`config.mk`:
```
export PLATFORM = sky130hd
export DESIGN_NAME = flash_erase_ctl
export DESIGN_NICKNAME = d
export VERILOG_FILES = /design/src/rtl/flash_erase_pkg.sv /design/src/rtl/fe_preamble_dec.sv /design/src/rtl/fe_countdown.sv /design/src/rtl/flash_erase_ctl.sv
export SDC_FILE = /design/constraint.sdc
export NUM_CORES = 1
export LEC_CHECK = 0
export ABC_AREA = 1
export CAP_MARGIN = 20
export CORE_ASPECT_RATIO = 2
export CORE_UTILIZATION = 45
export CTS_CLUSTER_DIAMETER = 50
export DETAILED_ROUTE_END_ITERATION = 16
export GPL_ROUTABILITY_DRIVEN = 0
export HOLD_SLACK_MARGIN = 0.02
export PLACE_DENSITY_LB_ADDON = 0.05
export SYNTH_ARGS = -nofsm -noshare
export SYNTH_HDL_FRONTEND = slang
export SYNTH_SLANG_ARGS = --single-unit
```
`constraint.sdc`:
```
create_clock -name clk -period 2.1 [get_ports clk]
set_input_delay 0.42 -clock clk [delete_from_list [all_inputs] [get_ports clk]]
set_output_delay 0.42 -clock clk [all_outputs]
set_load 0.02 [all_outputs]
```
`src/rtl/flash_erase_pkg.sv`:
```
package flash_erase_pkg;

  typedef enum logic [1:0] {
    MODE_READ   = 2'd0,
    MODE_WINDOW = 2'd1,
    MODE_ERASE  = 2'd2,
    MODE_SUSP   = 2'd3
  } fe_mode_e;

  localparam logic [7:0] CMD_CHIP    = 8'h10;
  localparam logic [7:0] CMD_SECTOR  = 8'h30;
  localparam logic [7:0] CMD_SUSPEND = 8'hB0;
  localparam logic [11:0] ADDR_CMD   = 12'h555;

  // Address (upper 12 bits) and data (lower 8 bits) expected on preamble step 0..4
  function automatic logic [19:0] preamble_pair(input logic [2:0] step);
    case (step)
      3'd0:    preamble_pair = {12'h555, 8'hAA};
      3'd1:    preamble_pair = {12'h2AA, 8'h55};
      3'd2:    preamble_pair = {12'h555, 8'h80};
      3'd3:    preamble_pair = {12'h555, 8'hAA};
      default: preamble_pair = {12'h2AA, 8'h55};
    endcase
  endfunction

endpackage

```
`src/rtl/fe_preamble_dec.sv`:
```
module fe_preamble_dec
  import flash_erase_pkg::*;
#(
  parameter int ADDR_W = 12,
  parameter int SECT_W = 3
) (
  input  logic              clk,
  input  logic              rst_n,
  input  logic              enable,
  input  logic              wr_en,
  input  logic [ADDR_W-1:0] wr_addr,
  input  logic [7:0]        wr_data,
  output logic              chip_go,
  output logic              sect_go,
  output logic [SECT_W-1:0] sect_idx
);
  localparam logic [2:0] LAST_STEP = 3'd5;

  logic [2:0]  step_q;
  logic [19:0] want;
  logic        step_hit;
  logic        at_final;

  always_comb begin
    want     = preamble_pair(step_q);
    step_hit = wr_en && (step_q != LAST_STEP) &&
               (wr_addr == ADDR_W'(want[19:8])) && (wr_data == want[7:0]);
    at_final = enable && wr_en && (step_q == LAST_STEP);
    chip_go  = at_final && (wr_addr == ADDR_W'(ADDR_CMD)) && (wr_data == CMD_CHIP);
    sect_go  = at_final && (wr_data == CMD_SECTOR);
    sect_idx = wr_addr[ADDR_W-1 -: SECT_W];
  end

  always_ff @(posedge clk or negedge rst_n) begin
    if (!rst_n)          step_q <= 3'd0;
    else if (!enable)    step_q <= 3'd0;
    else if (wr_en)      step_q <= step_hit ? step_q + 3'd1 : 3'd0;
  end
endmodule

```
`src/rtl/fe_countdown.sv`:
```
module fe_countdown #(
  parameter int CNT_W = 8
) (
  input  logic             clk,
  input  logic             rst_n,
  input  logic             load,
  input  logic [CNT_W-1:0] load_val,
  input  logic             run,
  output logic             last
);
  logic [CNT_W-1:0] cnt_q;

  always_ff @(posedge clk or negedge rst_n) begin
    if (!rst_n)                        cnt_q <= '0;
    else if (load)                     cnt_q <= load_val;
    else if (run && (cnt_q != '0))     cnt_q <= cnt_q - 1'b1;
  end

  assign last = (cnt_q == CNT_W'(1));
endmodule

```
`src/rtl/flash_erase_ctl.sv`:
```
module flash_erase_ctl
  import flash_erase_pkg::*;
#(
  parameter int ADDR_W     = 12,
  parameter int NUM_SECT   = 8,
  parameter int WINDOW_CYC = 1000,
  parameter int ERASE_CYC  = 5000
) (
  input  logic                clk,
  input  logic                rst_n,
  input  logic                wr_en,
  input  logic [ADDR_W-1:0]   wr_addr,
  input  logic [7:0]          wr_data,
  output logic                ready,
  output logic                timer_done,
  output logic                suspended,
  output logic [NUM_SECT-1:0] erase_sel,
  output logic [NUM_SECT-1:0] erased_map
);
  localparam int SECT_W = $clog2(NUM_SECT);
  localparam int WIN_W  = $clog2(WINDOW_CYC + 1);
  localparam int ERS_W  = $clog2(ERASE_CYC + 1);

  fe_mode_e            mode_q;
  logic                chip_q;
  logic [NUM_SECT-1:0] sel_q, map_q;

  logic              chip_go, sect_go;
  logic [SECT_W-1:0] sect_idx, wr_idx;
  logic              win_last, ers_last;

  // Named internal events, also observed by the checker
  logic in_window, in_erase, chip_mode;
  logic is_sect_wr, is_susp_wr;
  logic accept_wr, abort_wr, win_expire;
  logic suspend_wr, resume_wr, erase_done;

  assign wr_idx     = wr_addr[ADDR_W-1 -: SECT_W];
  assign in_window  = (mode_q == MODE_WINDOW);
  assign in_erase   = (mode_q == MODE_ERASE);
  assign chip_mode  = chip_q;
  assign is_sect_wr = wr_en && (wr_data == CMD_SECTOR);
  assign is_susp_wr = wr_en && (wr_data == CMD_SUSPEND);
  assign accept_wr  = in_window && is_sect_wr;
  assign abort_wr   = in_window && wr_en && !is_sect_wr && !is_susp_wr;
  assign win_expire = in_window && win_last && !accept_wr && !abort_wr;
  assign suspend_wr = in_erase && !chip_q && is_susp_wr;
  assign resume_wr  = (mode_q == MODE_SUSP) && is_sect_wr;
  assign erase_done = in_erase && ers_last && !suspend_wr;

  fe_preamble_dec #(.ADDR_W(ADDR_W), .SECT_W(SECT_W)) u_dec (
    .clk     (clk),
    .rst_n   (rst_n),
    .enable  (mode_q == MODE_READ),
    .wr_en   (wr_en),
    .wr_addr (wr_addr),
    .wr_data (wr_data),
    .chip_go (chip_go),
    .sect_go (sect_go),
    .sect_idx(sect_idx)
  );

  fe_countdown #(.CNT_W(WIN_W)) u_win (
    .clk     (clk),
    .rst_n   (rst_n),
    .load    (sect_go || accept_wr),
    .load_val(WIN_W'(WINDOW_CYC)),
    .run     (in_window),
    .last    (win_last)
  );

  fe_countdown #(.CNT_W(ERS_W)) u_ers (
    .clk     (clk),
    .rst_n   (rst_n),
    .load    (chip_go || win_expire),
    .load_val(ERS_W'(ERASE_CYC)),
    .run     (in_erase && !suspend_wr),
    .last    (ers_last)
  );

  always_ff @(posedge clk or negedge rst_n) begin
    if (!rst_n) begin
      mode_q <= MODE_READ;
      chip_q <= 1'b0;
      sel_q  <= '0;
      map_q  <= '0;
    end else begin
      unique case (mode_q)
        MODE_READ: begin
          if (chip_go) begin
            mode_q <= MODE_ERASE;
            chip_q <= 1'b1;
            sel_q  <= '1;
          end else if (sect_go) begin
            mode_q <= MODE_WINDOW;
            chip_q <= 1'b0;
            sel_q  <= NUM_SECT'(1) << sect_idx;
          end
        end
        MODE_WINDOW: begin
          if (abort_wr) begin
            mode_q <= MODE_READ;
            sel_q  <= '0;
          end else if (accept_wr) begin
            sel_q  <= sel_q | (NUM_SECT'(1) << wr_idx);
          end else if (win_expire) begin
            mode_q <= MODE_ERASE;
          end
        end
        MODE_ERASE: begin
          if (suspend_wr) begin
            mode_q <= MODE_SUSP;
          end else if (erase_done) begin
            mode_q <= MODE_READ;
            map_q  <= map_q | sel_q;
            sel_q  <= '0;
            chip_q <= 1'b0;
          end
        end
        default: begin
          if (resume_wr) mode_q <= MODE_ERASE;
        end
      endcase
    end
  end

  assign ready      = (mode_q == MODE_READ) || (mode_q == MODE_SUSP);
  assign timer_done = (mode_q == MODE_ERASE) || (mode_q == MODE_SUSP);
  assign suspended  = (mode_q == MODE_SUSP);
  assign erase_sel  = sel_q;
  assign erased_map = map_q;
endmodule

```
==> impl_metrics.py, run 1 <==
metrics = {
    "sta": {
        "finalSetupViolCount": 0,
        "finalHoldViolCount": 0,
        "maxSlewHeadroom": 0.6019,
        "rsz0062_at_grt": "false",
        "worstMarginPinSlew_ns": 0.5972,
        "period_minus_slack_ns": 1.992,
        "fmax_mhz": 502.1,
        "finClkSkew_ns": 0.01161,
        "timing.final.ws_setup_ns": 0.1082,
        "final_max_slew_viol_count": 0,
        "fin_setup_tns_ns": 0,
        "post-route-period-util": 0.9485,
    },
    "power_and_ir_drop": {
        "p_leak_nw": 2.072,
        "switching_power_mw": 2.084,
        "ir_drop_mv": 1.072,
        "swShare": 0.4581,
        "power-per-cell-area_nw_per_um2": 1118,
        "seq_power_share": 0.312,
        "p_clk_frac": 0.179,
        "p_int_mw": 2.465,
        "power_frac_comb": 0.509,
    },
    "placement": {
        "io_buffers": 41,
        "hpwl_um": 6425,
        "placed_cell_area_um2": 3921,
        "pre_cts_slack_ns": -0.07122,
    },
    "hold_path": {
        "hold_class": "in2async",
    },
    "synth": {
        "synth_fa_ha_area_frac": 0.05701,
        "synth_area_um2": 3292,
        "synth_cells": 473,
        "ys_ff_latch": 45,
        "syn-num-nets": 511,
        "yosys_warnings": 0,
        "synth_compound_area_frac": 0.05701,
        "synth_xor_xnor_area_share": 0.02395,
        "synth_area_per_cell_um2": 6.960,
        "synth.distinct_cells": 32,
        "synth-simple-area-share": 0.4257,
        "synth_top_family_by_area": "simple AND/OR/NAND/NOR gates",
        "synth_mux_area_frac": 0,
        "seq_area_frac_synth": 0.3421,
    },
    "worst_setup_path": {
        "required_ns": 1.68,
        "r2r_setup_slack_ns": 0.34,
        "path_cells": "ha_1 > clkdlybuf4s50_1",
        "crit_fanout": 4,
        "r2r_cells": 12,
        "start_kind": "flop",
        "slowest_delay_ns": 0.64,
        "cp-end-kind": "output port",
        "cp_slowest_cell": "clkdlybuf4s50_1",
        "worstSetupPathType": "reg2out",
        "arrival_ns": 1.57,
    },
    "clock_network": {
        "ctsRootBufferMaster": "clkbuf_16",
        "postCtsResizedCells": 2,
        "clk_pin_slew_ns": 0.07,
        "cts_buffers": 5,
        "cts.sinks": 45,
        "post_cts_buffers": 0,
        "clkLatencyLatePin_ns": 0.30,
        "cts_hold_buf": 0,
        "tritoncts": "yes",
        "clk_path_buf_depth": 2,
        "htree_num_levels": 2,
    },
    "run_status": {
        "status": "finished clean",
    },
    "routing": {
        "wire_per_inst_um": 13.05,
        "antenna_left": 0,
        "dr_total_vias": 3182,
        "drt_iter0_markers": 163,
        "routed_wl_um": 8197,
        "dr.pass1.iters": 4,
        "drc": 0,
        "viasPerCell": 5.067,
    },
    "die": {
        "initial_core_util": 0.4707,
        "top_level_ports": 42,
        "die-area_um2": 7682,
        "die_x_um": 62.48,
        "placeableCoreArea_um2": 6994,
        "die_h_um": 123.0,
        "num_rows": 43,
    },
    "grt": {
        "gr-usage-all-layers": 0.2289,
        "grt_pass1_vias": 3117,
        "grt_antenna_before_repair": 0,
        "grt_overflow": 0,
        "grt_pass1_wl_um": 13770,
        "grt_max_degree": 46,
    },
    "finish": {
        "fin_area_um2": 4069,
        "fin_util": 0.5818,
        "area_delta_synth_final_pct": 23.60,
        "layout-drive-gt1-share": 0.1208,
        "antenna-diode-count": 0,
        "fin_nets": 575,
        "n_fill_cell": 678,
    },
    "job": {
        "maxCapViolCount": 0,
    },
}
area by class of cell:
type                    count  area, µm²  share of cell area
clock buffers               5      125.1             0.03075
flip-flops and latches     45       1126              0.2768
multi-input cells         354       1856              0.4560
clock inverters             3      25.02            0.006150
inverters                  69      264.0             0.06488
well taps                  90      112.6             0.02768
repair buffers             62      560.5              0.1378
cells by family (layout without fill, tap and decap cells):
group,after synthesis,count (layout)
adders and majority gates,15,15
AOI/OAI and AO/OA,33,33
DFF,45,45
buffers and inverters,74,139
xor gates and xnor gates,9,9
and+or+nand+nor,297,297
per-stage QoR:
stage	power [mW]	hold slack, ns	instances
after CTS	4.594	0.2508	628
after global routing	4.969	0.2815	628
after global placement	3.730	0.4592	620
after floorplan	3.067	0.1244	473
final	4.549	0.2231	628
after detailed placement	3.775	0.4612	620
layer usage:
layer,up-vias,track usage,wire [µm],part of all wire
met5,-,0,0,0
met4,0,0.1032,257,0.031
met3,21,0.03598,225,0.027
met2,64,0.4565,4564,0.56
met1,1460,0.2250,3150,0.38
li1,1637,-,-,-
cells in the mapped netlist, drive strengths merged:
cell / number / share of area
nand3: 54 / 0.094
or2: 1 / 0.0019
nand2: 144 / 0.18
o211ai: 1 / 0.0023
o21ai: 18 / 0.027
buf: 5 / 0.014
o21bai: 8 / 0.018
inv: 68 / 0.079
nand4: 18 / 0.041
nand3b: 3 / 0.0068
ha: 15 / 0.057
nor4: 2 / 0.0038
clkinv: 1 / 0.0011
a21oi: 6 / 0.0091
dfrtp: 45 / 0.34
nor2: 66 / 0.087
nor3: 9 / 0.014
xor2: 9 / 0.024
path summary, 6_finish.rpt:
kind / from / end
max: mode_q[0] / suspended
min: rst_n / u_dec.step_q[2]
max reg2reg: mode_q[0] / u_ers.cnt_q[11]
min reg2reg: erased_map[1] / erased_map[1]
max in group asynchronous: rst_n / erased_map[5]
min in group clk: erased_map[1] / erased_map[1]
layout by cell type, fill, tap and decap left out, types with 2 or more instances in the layout:
master,Yosys,layout
nand2_1,133,133
nor2_1,56,56
inv_1,62,62
nand2_4,3,3
o21ai_0,17,17
o21bai_1,8,8
ha_1,15,15
nand3_2,3,3
nor2_4,3,3
nor2_2,7,7
nor3_1,9,9
nand4_1,16,16
nand3_1,49,49
a21oi_1,6,6
xor2_1,9,9
dfrtp_1,45,45
nor4_1,2,2
nand3_4,2,2
clkbuf_16,0,5
nand3b_1,3,3
clkdlybuf4s50_1,0,38
inv_4,2,2
inv_2,4,4
dlygate4sd2_1,0,2
buf_4,2,21
nand2_2,8,8
power groups by stage:
stage               logic (mW)  clock network [mW]  registers (mW)
floorplan                 1.60                   0            1.47
global placement          2.30                   0            1.43
detailed placement        2.34                   0            1.43
CTS                       2.34               0.839            1.42
global route              2.62               0.882            1.46
finish                    2.31               0.814            1.42
critical path: cells and delay by family, from the launching register on:
family / cells / cell delay (ns)
adder cells (fa/ha/maj): 1 / 0.24
buffers and inverters: 1 / 0.64
flip-flops: 1 / 0.41
state kept, by name, summed over array words and instances, names as in the netlist:
register / flops
u_ers.cnt_q: 13
erased_map: 8
erase_sel: 8
mode_q: 2
u_win.cnt_q: 10
chip_mode: 1
u_dec.step_q: 3
(Power assumes the default switching activity.)
==> run 2: changes to the inputs <==
--- a/config.mk
+++ b/config.mk
@@ -14,6 +14,7 @@
 export GPL_ROUTABILITY_DRIVEN = 0
 export HOLD_SLACK_MARGIN = 0.02
 export PLACE_DENSITY_LB_ADDON = 0.05
+export SETUP_SLACK_MARGIN = 0.4
 export SYNTH_ARGS = -nofsm -noshare
 export SYNTH_HDL_FRONTEND = slang
 export SYNTH_SLANG_ARGS = --single-unit
==> impl_metrics.py, run 2 (same netlist as run 1, synthesis figures left out) <==
metrics = {
    "run_status": {
        "status": "finished clean",
    },
    "placement": {
        "io_buffers": 41,
        "pre_cts_slack_ns": -0.07122,
        "placed_cell_area_um2": 3921,
        "hpwl_um": 6425,
    },
    "worst_setup_path": {
        "required_ns": 2.27,
        "worstSetupPathType": "in2reg",
        "crit_fanout": 5,
        "start_kind": "input port",
        "cp-end-kind": "flop",
        "arrival_ns": 1.92,
    },
    "power_and_ir_drop": {
        "power_frac_comb": 0.539,
        "ir_drop_mv": 1.092,
        "p_leak_nw": 2.386,
        "switching_power_mw": 2.275,
        "power-per-cell-area_nw_per_um2": 1101,
        "p_clk_frac": 0.167,
        "p_int_mw": 2.591,
        "seq_power_share": 0.294,
        "swShare": 0.4676,
    },
    "finish": {
        "antenna-diode-count": 0,
        "reg_top3": "u_ers.cnt_q (13), u_win.cnt_q (10)",
        "fin_nets": 586,
        "fin_util": 0.6318,
        "n_fill_cell": 631,
        "mostFrequentLayoutCells": "nand2_1, inv_1, nor2_1, nand3_1, dfrtp_1",
        "largest_reg_flops": 13,
        "final_common_cell": "nand2_1",
        "fin_area_um2": 4419,
        "regMostFlops": "u_ers.cnt_q",
        "layout-drive-gt1-share": 0.2149,
        "area_delta_synth_final_pct": 34.25,
    },
    "sta": {
        "timing.final.ws_setup_ns": 0.3514,
        "post-route-period-util": 0.8327,
        "maxSlewHeadroom": 0.5966,
        "rsz0062_at_grt": "true",
        "period_minus_slack_ns": 1.749,
        "final_max_slew_viol_count": 0,
        "worstMarginPinSlew_ns": 0.6052,
        "fmax_mhz": 571.9,
        "finalSetupViolCount": 0,
        "finalHoldViolCount": 0,
        "finClkSkew_ns": 0.01090,
    },
    "clock_network": {
        "tritoncts": "yes",
        "cts_buffers": 5,
        "clk_path_buf_depth": 2,
        "cts_hold_buf": 0,
        "cts.sinks": 45,
        "ctsRootBufferMaster": "clkbuf_16",
        "htree_num_levels": 2,
        "clkLatencyLatePin_ns": 0.30,
        "clk_pin_slew_ns": 0.07,
    },
    "die": {
        "die_x_um": 62.48,
        "die_h_um": 123.0,
        "initial_core_util": 0.4707,
        "num_rows": 43,
        "die-area_um2": 7682,
        "placeableCoreArea_um2": 6994,
        "top_level_ports": 42,
    },
    "routing": {
        "viasPerCell": 5.110,
        "routed_wl_um": 8786,
        "drt_iter0_markers": 167,
        "dr.pass1.iters": 4,
        "drc": 0,
        "dr_total_vias": 3265,
        "wire_per_inst_um": 13.75,
        "antenna_left": 0,
    },
    "hold_path": {
        "hold_class": "in2async",
    },
    "grt": {
        "grtUsageMet1": 0.2309,
        "grt_antenna_before_repair": 0,
        "grt_overflow": 0,
        "grt_pass1_wl_um": 14390,
        "met2_usage": 0.4769,
        "grt_pass1_vias": 3224,
        "top_usage_layer": "met2",
        "gr-usage-all-layers": 0.2395,
        "grt_max_degree": 46,
        "use_met3": 0.04059,
    },
    "job": {
        "maxCapViolCount": 0,
    },
}
run 2: cell count changes in the layout (fill, tap and decap cells not counted), moves of 6 or more:
| cell | previous run | this run |
|---|---|---|
| buf_4 | 21 | 27 |
| dlygate4sd2_1 | 2 | 9 |
| nor2_1 | 56 | 46 |
| o21ai_1 | 1 | 7 |
| dlymetal6s2s_1 | 0 | 12 |
| nand2_1 | 133 | 123 |
| clkdlybuf4s50_1 | 38 | 16 |
| o21ai_0 | 17 | 9 |
run 2: cell type report:
type	count	area, µm²	area share
clock buffer	5	125.1	0.02831
clock inverter	3	25.02	0.005663
inverter	69	279.0	0.06314
multi-input combinational	357	2105	0.4762
sequential	45	1126	0.2548
tap	90	112.6	0.02548
timing repair buffer	70	646.9	0.1464
run 2: path summary, 6_finish.rpt:
path                                from               to  slack, ns  depth (start not counted)
max in group asynchronous          rst_n   u_ers.cnt_q[6]       1.46                          2
max reg2reg                    mode_q[1]   u_win.cnt_q[4]       0.36                         10
max                           wr_data[7]   u_win.cnt_q[4]       0.35                         10
min                                rst_n  u_dec.step_q[2]       0.23                          2
min in group clk           erased_map[4]    erased_map[4]       0.47                          1
min reg2reg                erased_map[4]    erased_map[4]       0.47                          1
run 2: repair_timing:
item,in CTS,in global routing
setup buffers,5,3
gates cloned,2,1
resized for setup,56,50
pin swaps,13,12
endpoints found under the setup margin,39,46
run 2: layer usage:
layer / share of wire / vias to the layer above
met5: 0 / -
met4: 0.027 / 0
met3: 0.027 / 20
met2: 0.57 / 67
met1: 0.38 / 1518
li1: - / 1660
run 2: stage by stage:
stage	hold WS [ns]	setup TNS, ns	power [mW]	cells
after floorplan	0.1244	0	3.067	473
after global placement	0.4592	-0.6067	3.730	620
after detailed placement	0.4612	-0.7412	3.775	620
after CTS	0.2508	0	4.726	635
after global routing	0.2815	0	5.280	639
final	0.2256	0	4.866	639
run 2: power by group through the flow:
stage                     Sequential (mW)  Clock (mW)  Combinational [mW]
after floorplan                      1.47           0                1.60
after global routing                 1.47       0.882                2.93
after detailed placement             1.43           0                2.34
after CTS                            1.42       0.839                2.47
final                                1.43       0.814                2.62
after global placement               1.43           0                2.30
run 2: critical path, cell delays in order:
cell	delay (ns)
clkdlybuf4s50_1	0.48
inv_1	0.10
nand2_1	0.09
nor2_4	0.21
nand3_4	0.15
nand2_4	0.14
inv_8	0.06
buf_6	0.12
nand4_1	0.07
o21ai_1	0.07
==> run 3: changes to the inputs <==
==> constraint.sdc (replaced) <==
create_clock -name clk -period 1.8 [get_ports clk]
set_input_delay 0.36 -clock clk [delete_from_list [all_inputs] [get_ports clk]]
set_output_delay 0.36 -clock clk [all_outputs]
set_load 0.02 [all_outputs]
==> impl_metrics.py, run 3 (same netlist as run 1, synthesis figures left out) <==
metrics = {
    "power_and_ir_drop": {
        "total_power_mw": 6.380,
        "p_int_mw": 3.341,
        "ir_drop_mv": 1.112,
        "seq_power_share": 0.267,
        "p_leak_nw": 2.517,
        "power-per-cell-area_nw_per_um2": 1285,
        "power_frac_comb": 0.587,
        "swShare": 0.4764,
        "switching_power_mw": 3.039,
        "p_clk_frac": 0.146,
    },
    "routing": {
        "wire_per_inst_um": 15.33,
        "dr_total_vias": 3552,
        "drc": 0,
        "dr.pass1.iters": 5,
        "drt_iter0_markers": 202,
        "antenna_left": 0,
        "routed_wl_um": 10380,
        "viasPerCell": 5.247,
    },
    "clock_network": {
        "cts_buffers": 5,
        "clkLatencyLatePin_ns": 0.30,
        "ctsRootBufferMaster": "clkbuf_16",
        "tritoncts": "yes",
        "cts.sinks": 45,
        "clk_path_buf_depth": 2,
        "htree_num_levels": 2,
        "clk_pin_slew_ns": 0.07,
    },
    "sta": {
        "period_minus_slack_ns": 1.733,
        "finClkSkew_ns": 0.01153,
        "timing.final.ws_setup_ns": 0.06745,
        "finalHoldViolCount": 0,
        "maxSlewHeadroom": 0.7110,
        "fmax_mhz": 577.2,
        "rsz0062_at_grt": "true",
        "worstMarginPinSlew_ns": 0.4296,
        "finalSetupViolCount": 0,
        "final_max_slew_viol_count": 0,
        "post-route-period-util": 0.9625,
    },
    "grt": {
        "grt_antenna_before_repair": 0,
        "grt_max_degree": 46,
        "grt_overflow": 0,
        "gr-usage-all-layers": 0.2782,
        "grt_pass1_vias": 3624,
        "grt_pass1_wl_um": 16630,
    },
    "worst_setup_path": {
        "r2r_cells": 9,
        "path_delay_family": "simple AND/OR/NAND/NOR gates",
        "r2r_setup_slack_ns": 0.07,
        "path_cells": "nor2_1 > nand2_1 > inv_1 > nand4_1 > nand2_8 > buf_12 > clkinv_8 > nand4_1 > nand2_1",
        "worstSetupPathType": "reg2reg",
        "arrival_ns": 1.92,
        "slowest_delay_ns": 0.49,
        "regToRegStartpoint": "u_ers.cnt_q[5]",
        "crit_fanout": 7,
        "crit_buf_inv": 3,
        "cp-end-kind": "flop",
        "required_ns": 1.98,
        "start_kind": "flop",
        "r2r_end": "u_ers.cnt_q[4]",
        "cp_slowest_cell": "dfrtp_1",
    },
    "job": {
        "maxCapViolCount": 0,
    },
    "finish": {
        "largest_reg_flops": 13,
        "regMostFlops": "u_ers.cnt_q",
        "fin_area_um2": 4964,
        "fin_nets": 624,
        "final_common_cell": "nand2_1",
        "mostFrequentLayoutCells": "nand2_1, buf_4, inv_1",
        "antenna-diode-count": 0,
        "area_delta_synth_final_pct": 50.78,
        "reg_top3": "u_ers.cnt_q (13), u_win.cnt_q (10)",
        "layout-drive-gt1-share": 0.3220,
    },
    "placement": {
        "placed_cell_area_um2": 4151,
        "pre_cts_slack_ns": -0.3391,
        "hpwl_um": 6843,
        "io_buffers": 41,
    },
    "die": {
        "placeableCoreArea_um2": 6994,
        "initial_core_util": 0.4707,
        "die-area_um2": 7682,
        "die_h_um": 123.0,
        "top_level_ports": 42,
        "die_x_um": 62.48,
        "num_rows": 43,
    },
    "hold_path": {
        "hold_class": "in2async",
    },
    "run_status": {
        "status": "finished clean",
    },
}
[run 3: repair_timing]
action,CTS,global route
hold buffers,0,0
setup buffers,9,8
hold endpoints to repair,0,0
resized for setup,132,56
cloned,4,0
pin swaps,31,30
setup endpoints to repair,64,56
[run 3: per-layer routing]
| layer | global-route usage | wire length [µm] | up-vias |
|---|---|---|---|
| met5 | 0 | 0 | - |
| met4 | 0.1163 | 366 | 0 |
| met3 | 0.03690 | 342 | 32 |
| met2 | 0.5768 | 5988 | 112 |
| met1 | 0.2626 | 3684 | 1668 |
| li1 | - | - | 1740 |
[run 3: final cells by class]
class	count	area, µm²
Fill cell	576	2031
Sequential cell	45	1126
Tap cell	90	112.6
Inverter	69	291.5
Timing Repair inverter	1	16.27
Multi-Input combinational cell	357	2327
Clock buffer	5	125.1
Timing Repair Buffer	107	943.4
Clock inverter	3	21.27
[run 3: how the worst max path moves through the flow]
stage | from | endpoint | slack, ns | cells past startpoint
2_1_floorplan | mode_q[0] | u_ers.cnt_q[9] | 0.13 | 13
3_3_place_gp | wr_addr[0] | erase_sel[7] | -0.31 | 11
3_5_place_dp | wr_addr[0] | erase_sel[6] | -0.34 | 11
4_1_cts | mode_q[1] | erase_sel[5] | 0.07 | 11
5_1_grt | wr_data[7] | erase_sel[6] | -0.05 | 10
6_report | u_ers.cnt_q[5] | u_ers.cnt_q[4] | 0.07 | 9
[run 3: worst reg2reg max path, delay by kind of cell, from the launching register on]
kind	cells	cell delay, ns
and+or+nand+nor	6	0.85
buffers and inverters	3	0.28
DFF	1	0.49
[run 3: power groups by stage]
stage	clock network [mW]	logic [mW]	registers, mW
floorplan	0	1.89	1.71
global placement	0	2.84	1.67
detailed placement	0	2.90	1.68
CTS	0.963	3.33	1.67
global route	1.00	4.11	1.74
finish	0.934	3.74	1.70
[run 3: per-stage QoR]
| step | setup TNS (ns) | instances | util | hold slack, ns |
|---|---|---|---|---|
| 3_5_place_dp | -8.809 | 648 | 0.5936 | 0.3624 |
| 6_report | 0 | 677 | 0.7097 | 0.03858 |
| 2_1_floorplan | 0 | 473 | - | 0.06441 |
| 5_1_grt | -0.3879 | 677 | 0.7097 | 0.05966 |
| 3_3_place_gp | -7.544 | 648 | 0.5936 | 0.3606 |
| 4_1_cts | 0 | 669 | 0.6705 | 0.05090 |
